--- src/rtl/ir_cap_pkg.sv ---
package ir_cap_pkg;

   typedef enum logic [1:0] {
      EDGE_SEL_NONE = 2'd0,
      EDGE_SEL_BOTH = 2'd1,
      EDGE_SEL_FALL = 2'd2,
      EDGE_SEL_RISE = 2'd3
   } edge_sel_e;

   localparam logic [3:0] MODE_FRAME = 4'd0;
   localparam logic [3:0] MODE_RAW   = 4'd2;

   // word addresses decoded by software
   localparam int unsigned WORD_CTRL0  = 4;
   localparam int unsigned WORD_STATUS = 6;
   localparam int unsigned WORD_CTRL1  = 7;
   localparam int unsigned WORD_CTRL2  = 8;

   // plain storage words: 0..3 and 5
   localparam int unsigned TIM_N = 5;

   localparam int unsigned C1_SRST_BIT  = 0;
   localparam int unsigned C1_SEL_LSB   = 2;
   localparam int unsigned C1_LMODE_LSB = 7;
   localparam int unsigned C1_EN_BIT    = 15;
   localparam int unsigned C1_IVL_LSB   = 16;
   localparam int unsigned ST_LEVEL_BIT = 8;

   localparam int unsigned RATE_RST = 19;

   function automatic logic edge_qualifies(edge_sel_e sel, logic rise, logic fall);
      case (sel)
         EDGE_SEL_BOTH: return rise | fall;
         EDGE_SEL_FALL: return fall;
         EDGE_SEL_RISE: return rise;
         default:       return 1'b0;
      endcase
   endfunction

endpackage

--- src/rtl/ir_cap_sync.sv ---
module ir_cap_sync #(
   parameter int unsigned STAGES = 2
) (
   input  logic clk,
   input  logic rst_n,
   input  logic din,
   output logic level,
   output logic rise,
   output logic fall
);

   logic [STAGES-1:0] chain;
   logic              prev;

   always_ff @(posedge clk or negedge rst_n) begin
      if (!rst_n) begin
         chain <= '0;
         prev  <= 1'b0;
      end else begin
         chain <= {chain[STAGES-2:0], din};
         prev  <= chain[STAGES-1];
      end
   end

   assign level = chain[STAGES-1];
   assign rise  = level & ~prev;
   assign fall  = ~level & prev;

endmodule

--- src/rtl/ir_cap_timer.sv ---
module ir_cap_timer #(
   parameter int unsigned RATE_W = 12,
   parameter int unsigned IVL_W  = 13
) (
   input  logic              clk,
   input  logic              rst_n,
   input  logic              clr,
   input  logic              run,
   input  logic              edge_any,
   input  logic              capture,
   input  logic [RATE_W-1:0] rate,
   output logic [IVL_W-1:0]  cnt,
   output logic [IVL_W-1:0]  ivl
);

   localparam logic [IVL_W-1:0] CNT_TOP = '1;

   logic [RATE_W-1:0] pre;
   logic              tick;

   // ">=" keeps the divider bounded when the rate is lowered mid-count
   assign tick = (pre >= rate);

   always_ff @(posedge clk or negedge rst_n) begin
      if (!rst_n) begin
         pre <= '0;
         cnt <= '0;
         ivl <= '0;
      end else if (clr) begin
         pre <= '0;
         cnt <= '0;
         ivl <= '0;
      end else if (run) begin
         if (capture) ivl <= cnt;
         if (edge_any) begin
            pre <= '0;
            cnt <= '0;
         end else if (tick) begin
            pre <= '0;
            if (cnt != CNT_TOP) cnt <= cnt + 1'b1;
         end else begin
            pre <= pre + 1'b1;
         end
      end
   end

endmodule

--- src/rtl/ir_cap_regs.sv ---
module ir_cap_regs
   import ir_cap_pkg::*;
#(
   parameter int unsigned DATA_W      = 32,
   parameter int unsigned ADDR_W      = 4,
   parameter int unsigned RATE_W      = 12,
   parameter int unsigned IVL_W       = 13,
   parameter bit          LEGACY_MODE = 1'b0
) (
   input  logic              clk,
   input  logic              rst_n,
   input  logic [ADDR_W-1:0] addr,
   input  logic              wr,
   input  logic [DATA_W-1:0] wdata,
   input  logic [IVL_W-1:0]  ivl,
   input  logic              level,
   output logic [DATA_W-1:0] rdata,
   output logic [RATE_W-1:0] rate,
   output logic              en,
   output logic              srst,
   output edge_sel_e         sel,
   output logic [3:0]        mode
);

   function automatic int unsigned slot_word(int unsigned i);
      return (i < 4) ? i : 5;
   endfunction

   logic [DATA_W-1:0] tim_q [TIM_N];
   logic [DATA_W-1:0] c1_extra, c2_rd, c1_rd;
   logic              wr_c0, wr_c1, wr_c2;

   assign wr_c0 = wr && (addr == ADDR_W'(WORD_CTRL0));
   assign wr_c1 = wr && (addr == ADDR_W'(WORD_CTRL1));
   assign wr_c2 = wr && (addr == ADDR_W'(WORD_CTRL2));

   always_ff @(posedge clk or negedge rst_n) begin
      if (!rst_n) begin
         for (int i = 0; i < TIM_N; i++) tim_q[i] <= '0;
      end else begin
         for (int i = 0; i < TIM_N; i++)
            if (wr && (addr == ADDR_W'(slot_word(i)))) tim_q[i] <= wdata;
      end
   end

   always_ff @(posedge clk or negedge rst_n) begin
      if (!rst_n) begin
         rate <= RATE_W'(RATE_RST);
         en   <= 1'b0;
         srst <= 1'b0;
         sel  <= EDGE_SEL_NONE;
      end else begin
         if (wr_c0) rate <= wdata[RATE_W-1:0];
         if (wr_c1) begin
            en   <= wdata[C1_EN_BIT];
            srst <= wdata[C1_SRST_BIT];
            sel  <= edge_sel_e'(wdata[C1_SEL_LSB +: 2]);
         end
      end
   end

   generate
      if (LEGACY_MODE) begin : g_mode_in_c1
         logic [1:0] lmode_q;
         always_ff @(posedge clk or negedge rst_n) begin
            if (!rst_n)     lmode_q <= 2'd0;
            else if (wr_c1) lmode_q <= wdata[C1_LMODE_LSB +: 2];
         end
         assign mode = {2'b00, lmode_q};
         always_comb begin
            c1_extra = '0;
            c1_extra[C1_LMODE_LSB +: 2] = lmode_q;
         end
         assign c2_rd = '0;
      end else begin : g_mode_in_c2
         logic [3:0] mode_q;
         always_ff @(posedge clk or negedge rst_n) begin
            if (!rst_n)     mode_q <= MODE_FRAME;
            else if (wr_c2) mode_q <= wdata[3:0];
         end
         assign mode     = mode_q;
         assign c1_extra = '0;
         assign c2_rd    = DATA_W'(mode_q);
      end
   endgenerate

   always_comb begin
      c1_rd = c1_extra;
      c1_rd[C1_SRST_BIT]           = srst;
      c1_rd[C1_SEL_LSB +: 2]       = sel;
      c1_rd[C1_EN_BIT]             = en;
      c1_rd[C1_IVL_LSB +: IVL_W]   = ivl;
   end

   always_comb begin
      rdata = '0;
      for (int i = 0; i < TIM_N; i++)
         if (addr == ADDR_W'(slot_word(i))) rdata = tim_q[i];
      if (addr == ADDR_W'(WORD_CTRL0))       rdata = DATA_W'(rate);
      else if (addr == ADDR_W'(WORD_STATUS)) rdata[ST_LEVEL_BIT] = level;
      else if (addr == ADDR_W'(WORD_CTRL1))  rdata = c1_rd;
      else if (addr == ADDR_W'(WORD_CTRL2))  rdata = c2_rd;
   end

endmodule

--- src/rtl/ir_edge_capture.sv ---
module ir_edge_capture
   import ir_cap_pkg::*;
#(
   parameter int unsigned DATA_W      = 32,
   parameter int unsigned ADDR_W      = 4,
   parameter int unsigned RATE_W      = 12,
   parameter int unsigned IVL_W       = 13,
   parameter int unsigned SYNC_STAGES = 2,
   parameter bit          LEGACY_MODE = 1'b0
) (
   input  logic              clk,
   input  logic              rst_n,
   input  logic [ADDR_W-1:0] bus_addr,
   input  logic              bus_wr,
   input  logic              bus_rd,
   input  logic [DATA_W-1:0] bus_wdata,
   output logic [DATA_W-1:0] bus_rdata,
   input  logic              ir_in,
   output logic              irq
);

   initial begin
      assert (SYNC_STAGES >= 2) else $error("SYNC_STAGES must be at least 2");
      assert (ADDR_W >= 4) else $error("ADDR_W too small for the register map");
      assert (C1_IVL_LSB + IVL_W <= DATA_W) else $error("interval field exceeds DATA_W");
      assert (RATE_W >= 5 && RATE_W <= DATA_W) else $error("RATE_W out of range");
   end

   logic              level, rise, fall, edge_any;
   logic              en, srst, run, cap_evt, irq_set, rd_c1;
   logic [RATE_W-1:0] rate;
   logic [3:0]        mode;
   edge_sel_e         sel;
   logic [IVL_W-1:0]  cnt, ivl;

   ir_cap_sync #(.STAGES(SYNC_STAGES)) u_sync (
      .clk   (clk),
      .rst_n (rst_n),
      .din   (ir_in),
      .level (level),
      .rise  (rise),
      .fall  (fall)
   );

   assign edge_any = rise | fall;
   assign run      = en & ~srst;
   assign cap_evt  = run & edge_qualifies(sel, rise, fall);
   assign irq_set  = cap_evt & (mode == MODE_RAW);
   assign rd_c1    = bus_rd && (bus_addr == ADDR_W'(WORD_CTRL1));

   ir_cap_timer #(.RATE_W(RATE_W), .IVL_W(IVL_W)) u_timer (
      .clk      (clk),
      .rst_n    (rst_n),
      .clr      (srst),
      .run      (run),
      .edge_any (edge_any),
      .capture  (cap_evt),
      .rate     (rate),
      .cnt      (cnt),
      .ivl      (ivl)
   );

   ir_cap_regs #(
      .DATA_W      (DATA_W),
      .ADDR_W      (ADDR_W),
      .RATE_W      (RATE_W),
      .IVL_W       (IVL_W),
      .LEGACY_MODE (LEGACY_MODE)
   ) u_regs (
      .clk   (clk),
      .rst_n (rst_n),
      .addr  (bus_addr),
      .wr    (bus_wr),
      .wdata (bus_wdata),
      .ivl   (ivl),
      .level (level),
      .rdata (bus_rdata),
      .rate  (rate),
      .en    (en),
      .srst  (srst),
      .sel   (sel),
      .mode  (mode)
   );

   always_ff @(posedge clk or negedge rst_n) begin
      if (!rst_n)       irq <= 1'b0;
      else if (irq_set) irq <= 1'b1;
      else if (rd_c1)   irq <= 1'b0;
   end

endmodule

--- config.mk ---
export PLATFORM = sky130hd
export DESIGN_NAME = ir_edge_capture
export DESIGN_NICKNAME = d
export VERILOG_FILES = /design/src/rtl/ir_cap_pkg.sv /design/src/rtl/ir_cap_sync.sv /design/src/rtl/ir_cap_timer.sv /design/src/rtl/ir_cap_regs.sv /design/src/rtl/ir_edge_capture.sv
export SDC_FILE = /design/constraint.sdc
export NUM_CORES = 1
export LEC_CHECK = 0
export BUFFER_PORTS_ARGS = -buffer_cell sky130_fd_sc_hd__buf_2
export CORE_ASPECT_RATIO = 0.9
export CORE_MARGIN = 2
export CORE_UTILIZATION = 37
export CTS_CLUSTER_DIAMETER = 150
export CTS_CLUSTER_SIZE = 10
export DETAILED_ROUTE_END_ITERATION = 10
export PLACE_DENSITY_LB_ADDON = 0.1
export SETUP_SLACK_MARGIN = 0.02
export SYNTH_ARGS = -nofsm -noshare
export SYNTH_HDL_FRONTEND = slang
export SYNTH_SLANG_ARGS = --single-unit
--- constraint.sdc ---
create_clock -name clk -period 2.21 [get_ports clk]
set_input_delay 0.442 -clock clk [delete_from_list [all_inputs] [get_ports clk]]
set_output_delay 0.442 -clock clk [all_outputs]
set_load 0.02 [all_outputs]
Yosys cells after proc, flatten, opt, wreduce, memory -nomap -nowiden --
Cells that the tools add are included.
Operators by class: $add $sub $neg 2, multipliers 0, div/mod/pow operators 0, $lt $le $gt $ge 1, equal/unequal tests 13, shifts and indexed selects 0, mux-type cells 26, bitwise logic cells 9, reduce and logical (&&, ||, !) cells 17
Operator list (number):
- $mux W32 | 8
- $mux W13 | 8
- $mux W12 | 4
- $mux W23 | 1
- $eq A4 B3 Y1 const B | 4
- $add A13 B1 Y13 const B | 1
- $ne A13 B13 Y1 const B | 1
- $add A12 B1 Y12 const B | 1
- $eq A4 B2 Y1 const B | 3
- $ge A12 B12 Y1 | 1
- $logic_and A1 B1 Y1 | 9
- $mux W8 | 1
- $reduce_bool A2 Y1 | 3
- $reduce_bool A3 Y1 | 2
- $and A1 B1 Y1 | 5
- $eq A2 B2 Y1 const B | 2
- $eq A4 B1 Y1 const B | 1
- $eq A4 B4 Y1 const B | 1
- $logic_not A4 Y1 | 1
- $mux W1 | 3
- $not A1 Y1 | 3
- $pmux W1 S3 | 1
- $reduce_and A3 Y1 | 1
- $eq A2 B1 Y1 const B | 1
- 2 further kinds | 2
Storage, ports and cells: flip-flop bits (word level) 222, latch bits 0, bits in writable memories 0, memory bits (read-only) 0, input port bits 41, word-level logic and storage cells 84, memories kept 0

Longest topological paths before layout --
depth after elaboration 10, mapped depth 9, gate-level depth less buffers 7

Modules after synthesis --
From an unflattened synthesis, not the netlist that was laid out.
Second synthesis, totals: cell total of the unflattened synthesis 951, area total of the unflattened synthesis 10926.7 sq um
By module, submodules not included:
- ir_cap_regs | times used 1, cells an instance 688, area an instance 8516.9 sq um
- ir_cap_timer | times used 1, cells an instance 246, area an instance 2209.6 sq um
- ir_edge_capture | times used 1, cells an instance 12, area an instance 110.1 sq um
- ir_cap_sync | times used 1, cells an instance 5, area an instance 90.1 sq um

Least setup slack after synthesis --
Ideal clock, no wire load.
path kind input -> output, start input port bus_addr[0], end output port bus_rdata[18], arrival time 1.861 ns, required time 1.768 ns, path slack -0.093 ns, cell stages on the path 5, buffers on the path 2, path through buf_2 > buf_2 > mux4_2 > a222oi_1 > inv_1
On the way: longest elaborated chain between the ends 10, elaborated cells on any way between the ends 18, classes of those cells 8 x eq/ne; 9 x mux; 1 x reduce/logical
Ends and longest elaborated chain:
- start: declaration | line ir_edge_capture.sv:13 | input logic [ADDR_W-1:0] bus_addr,
- $logic_not A4 Y1 | line ir_cap_regs.sv:98 | if (addr == ADDR_W'(slot_word(i))) rdata = tim_q[i];
- $mux W32 (5 in series) | line ir_cap_regs.sv:98
- $mux W32 | line ir_cap_regs.sv:102 | else if (addr == ADDR_W'(WORD_CTRL2)) rdata = c2_rd;
- $mux W32 | line ir_cap_regs.sv:101 | else if (addr == ADDR_W'(WORD_CTRL1)) rdata = c1_rd;
- $mux W23 | line ir_cap_regs.sv:100 | else if (addr == ADDR_W'(WORD_STATUS)) rdata[ST_LEVEL_BIT] = level;
- $mux W32 (*) | line ir_cap_regs.sv:99 | if (addr == ADDR_W'(WORD_CTRL0)) rdata = DATA_W'(rate);
- end: declaration | line ir_edge_capture.sv:17 | output logic [DATA_W-1:0] bus_rdata,
Every way passes the cells marked *; elsewhere a longest branch is shown, timed or not.

Worst setup path after layout --
start register u_regs.tim_q[80] (netlist bit), end output port bus_rdata[16]
On the way: longest elaborated chain between the ends 7
Ends and longest elaborated chain:
- start: declaration | line ir_cap_regs.sv:29 | logic [DATA_W-1:0] tim_q [TIM_N];
- start signal: indexed assignment | line ir_cap_regs.sv:42 | if (wr && (addr == ADDR_W'(slot_word(i)))) tim_q[i] <= wdata;
- $mux W32 (*) (3 in series) | line ir_cap_regs.sv:98
- $mux W32 | line ir_cap_regs.sv:102
- $mux W32 | line ir_cap_regs.sv:101
- $mux W23 (*) | line ir_cap_regs.sv:100
- $mux W32 (*) | line ir_cap_regs.sv:99
Marked as above.

==> summary.txt <==
Power and ir drop
  • PD cells: 893 nW/um2
  • NetSw: 3340 uW
  • VDD IR-drop max: 0.674 mV
  • Combinational Power Share: 22.5%
  • Leak pwr: 0.00620 uW
  • Clk pwr share: 31.9%
  • Switching share of power: 27.9%
  • Pint: 8600 uW
  • Sequential power share: 45.6%

Yosys
  • Top cells by count, synth: 219 x dfrtp_1, 119 x mux2_2, 60 x mux2_4, 53 x inv_1, 31 x mux4_2
  • Synth cell types: 60
  • Net Count, Synth: 852
  • Async S/R FF share, synth: 100%
  • Prevailing post-synth register cell: dfrtp_1
  • Synth top area share: 50.8%
  • Cell with the most instances after synthesis: dfrtp_1
  • Dominant cell type by area after synthesis: dfrtp_1
  • Post-synthesis cell count: 795
  • Seq/Total Area, Yosys: 51.5%
  • EDFF count, synth: 0
  • Post-Syn Area per Cell: 13.6 um2
  • Post-Syn Area: 10800 um2
  • Number of synthesis warnings: 0
  • Synth Register Bits: 222
  • Area contributors post-synth: dfrtp_1 51%, mux2_2 12%, mux2_4 8.4%

CTS
  • Root Buffer: clkbuf_16
  • CTS Buf Count: 26
  • Total clock sinks: 222
  • Clk buf depth: 3
  • CTS tree: done
  • Clk Latency, worst-skew pair: 540 ps
  • Clk pin slew, worst setup/hold paths: 60 ps
  • Htree depth: 1

Placement
  • DP Wirelength: 18800 um
  • RePlAce Congestion: 0.817
  • PortBufs: 73

Setup path
  • RR Startpoint: u_regs.rate[0]
  • Critical path fanouts, max: 2
  • Critical path type: reg -> out
  • Crit path DAT: 1980 ps
  • CP required: 1770 ps
  • Crit end category: output port
  • Reg2Reg Depth: 7
  • Worst R2R End: u_timer.cnt[7]
  • R2R setup slack: -10 ps
  • Crit start category: register

Routing
  • Routed Wire Length: 28600 um
  • WL met3: 1260 um
  • Routed len/inst: 21.8 um
  • Top sig layer: met4
  • Number of vias per cell: 5.50
  • First-pass iteration count of the detailed router: 6
  • DR DRC count: 0
  • Total number of vias: 7209
  • Routed wl met2: 13700 um
  • ANT nets after route: 0
  • M1 WL: 13200 um
  • Starting DRT DRC Count: 442

Global route
  • Gr usage total: 19.1%
  • First-pass GRT wire length: 45900 um
  • Initial antenna violation count: 1
  • GRT overflow: 0
  • Largest net degree at the start of global routing: 72
  • Vias in the first global route: 7801

Min path
  • Worst Hold Class: in -> reg
  • Worst Hold Launch: ir_in
  • WHS Path Cells: 1
  • Hold endpoint: u_sync.chain[0]

Flow run
  • Max_cap viols: 0

Timing
  • Worst-margin pin slew: 664 ps
  • Final Worst Setup Slack: -209 ps
  • Fmax: 413 MHz
  • Fin Clk Skew: 22.8 ps
  • Fin. Hold Viols: 0
  • Worst hold slack: 24.6 ps
  • Max-slew violations: 0
  • RSZ-0062 raised after global routing: true
  • Sum Neg Setup Slack: -2640 ps
  • Final min period: 2420 ps
  • Worst slew margin: 55.7%
  • Final Cycle Share: 109%
  • Final setup violation count: 28

Outcome
  • Failing checks: setup timing
  • Status: finished with violations

Final layout
  • Nets@finish: 991
  • Share of cells above drive strength 1: 47.9%
  • Post-layout util: 46.4%
  • Area grow syn2layout: 24.0%

Floorplanning
  • Row count: 59
  • Die Y: 166 um
  • Die X: 184 um
  • Initial Utilization: 37.5%
  • Core box area: 28800 um2
  • Io pins: 74
  • Die ar.: 30500 um2
-- worst max-delay path, stage by stage, from the launching register on --
cell	delay [ps]
dfrtp_1	380
mux4_2	450
a222oi_1	320
inv_1	130
buf_6	160
-- power by group through the flow --
| stage | Sequential, uW | Combinational (uW) | Clock (uW) |
|---|---|---|---|
| 6_report | 5440 | 2680 | 3810 |
| 5_1_grt | 5540 | 2920 | 4130 |
| 4_1_cts | 5430 | 2620 | 3940 |
| 3_5_place_dp | 5480 | 2430 | 0 |
| 3_3_place_gp | 5440 | 2360 | 0 |
| 2_1_floorplan | 5280 | 1730 | 0 |
-- cells in the final DEF (no fill, tap or decap), types with 4 or more instances in the layout --
| cell type | Yosys | final |
|---|---|---|
| a21oi_1 | 14 | 11 |
| a222oi_1 | 23 | 23 |
| a22o_1 | 10 | 10 |
| a22oi_1 | 5 | 5 |
| and3_1 | 5 | 5 |
| buf_12 | 0 | 19 |
| buf_2 | 16 | 61 |
| buf_4 | 1 | 63 |
| buf_6 | 7 | 14 |
| clkbuf_1 | 22 | 10 |
| clkbuf_16 | 0 | 26 |
| dfrtp_1 | 219 | 214 |
| dfrtp_2 | 0 | 5 |
| ha_1 | 16 | 13 |
| inv_1 | 53 | 52 |
| mux2_2 | 119 | 118 |
| mux2_4 | 60 | 61 |
| mux4_2 | 31 | 31 |
| nand2_1 | 29 | 27 |
| nand2b_1 | 7 | 5 |
| nand3_1 | 9 | 6 |
| nand3b_1 | 14 | 14 |
| nand4_1 | 8 | 8 |
| nor2_1 | 21 | 15 |
| nor2_2 | 1 | 7 |
| nor3_1 | 7 | 7 |
| o211ai_1 | 5 | 5 |
| o21ai_0 | 24 | 20 |
| o21ai_1 | 0 | 4 |
| xnor2_1 | 6 | 6 |
-- cells by family after synthesis --
family / share of synthesized area, %
xor+xnor: 0.650
flops: 51.5
fa+ha+maj: 1.86
simple gates: 6.07
buf+inv: 4.23
compound gates: 7.89
mux: 27.8
-- how the worst max path moves through the flow --
stage / start / end / cells past startpoint / slack (ps)
after global placement: bus_addr[0] / bus_rdata[10] / 6 / -230
after global routing: u_regs.tim_q[47] / bus_rdata[15] / 4 / -310
after floorplan: bus_addr[0] / bus_rdata[18] / 5 / -0.06
after CTS: u_regs.tim_q[144] / bus_rdata[16] / 4 / -240
final: u_regs.tim_q[80] / bus_rdata[16] / 4 / -210
after detailed placement: bus_addr[0] / bus_rdata[31] / 7 / -250
-- registers in the layout (all words and copies together) (netlist names) --
name and cells:
u_regs.srst 1, irq 1, u_sync.chain 2, u_regs.tim_q 160
u_regs.mode 4, u_timer.ivl 13, u_regs.rate 12, u_regs.sel 2
u_sync.prev 1, u_regs.en 1, u_timer.cnt 13, u_timer.pre 12
-- timing repair --
| item | in CTS | in global routing |
|---|---|---|
| hold buffers | 1 | 0 |
| gates resized for setup | 64 | 34 |
| gates cloned | 1 | 0 |
| pin swaps | 24 | 8 |
| buffers inserted | 6 | 3 |
| setup endpoints to repair | 55 | 56 |
| endpoints found under the hold margin | 61 | 0 |
-- layer usage --
| layer | up-vias | track usage (%) |
|---|---|---|
| met3 | 31 | 2.43 |
| met4 | 0 | 4.10 |
| met2 | 182 | 30.8 |
| li1 | 3222 | - |
| met1 | 3774 | 27.8 |
| met5 | - | 0 |
-- per-stage QoR --
step | worst slack [ps] | instances | power [uW] | instance area, um2
floorplan | -0.0608 | 795 | 7010 | 10800
global placement | -228 | 1262 | 7800 | 12100
detailed placement | -247 | 1262 | 7910 | 12100
CTS | -236 | 1308 | 12000 | 13200
global route | -310 | 1310 | 12600 | 13400
finish | -209 | 1311 | 11900 | 13400
-- area by class of cell --
type | count | area (um2)
timing repair buffer | 159 | 1340
sequential | 222 | 5570
inverter | 53 | 199
multi-input combinational | 472 | 5080
clock inverter | 2 | 38.8
fill | 2580 | 15400
antenna | 1 | 2.50
tap | 366 | 458
clock buffer | 36 | 688
Power figures use the tool's default switching activity.
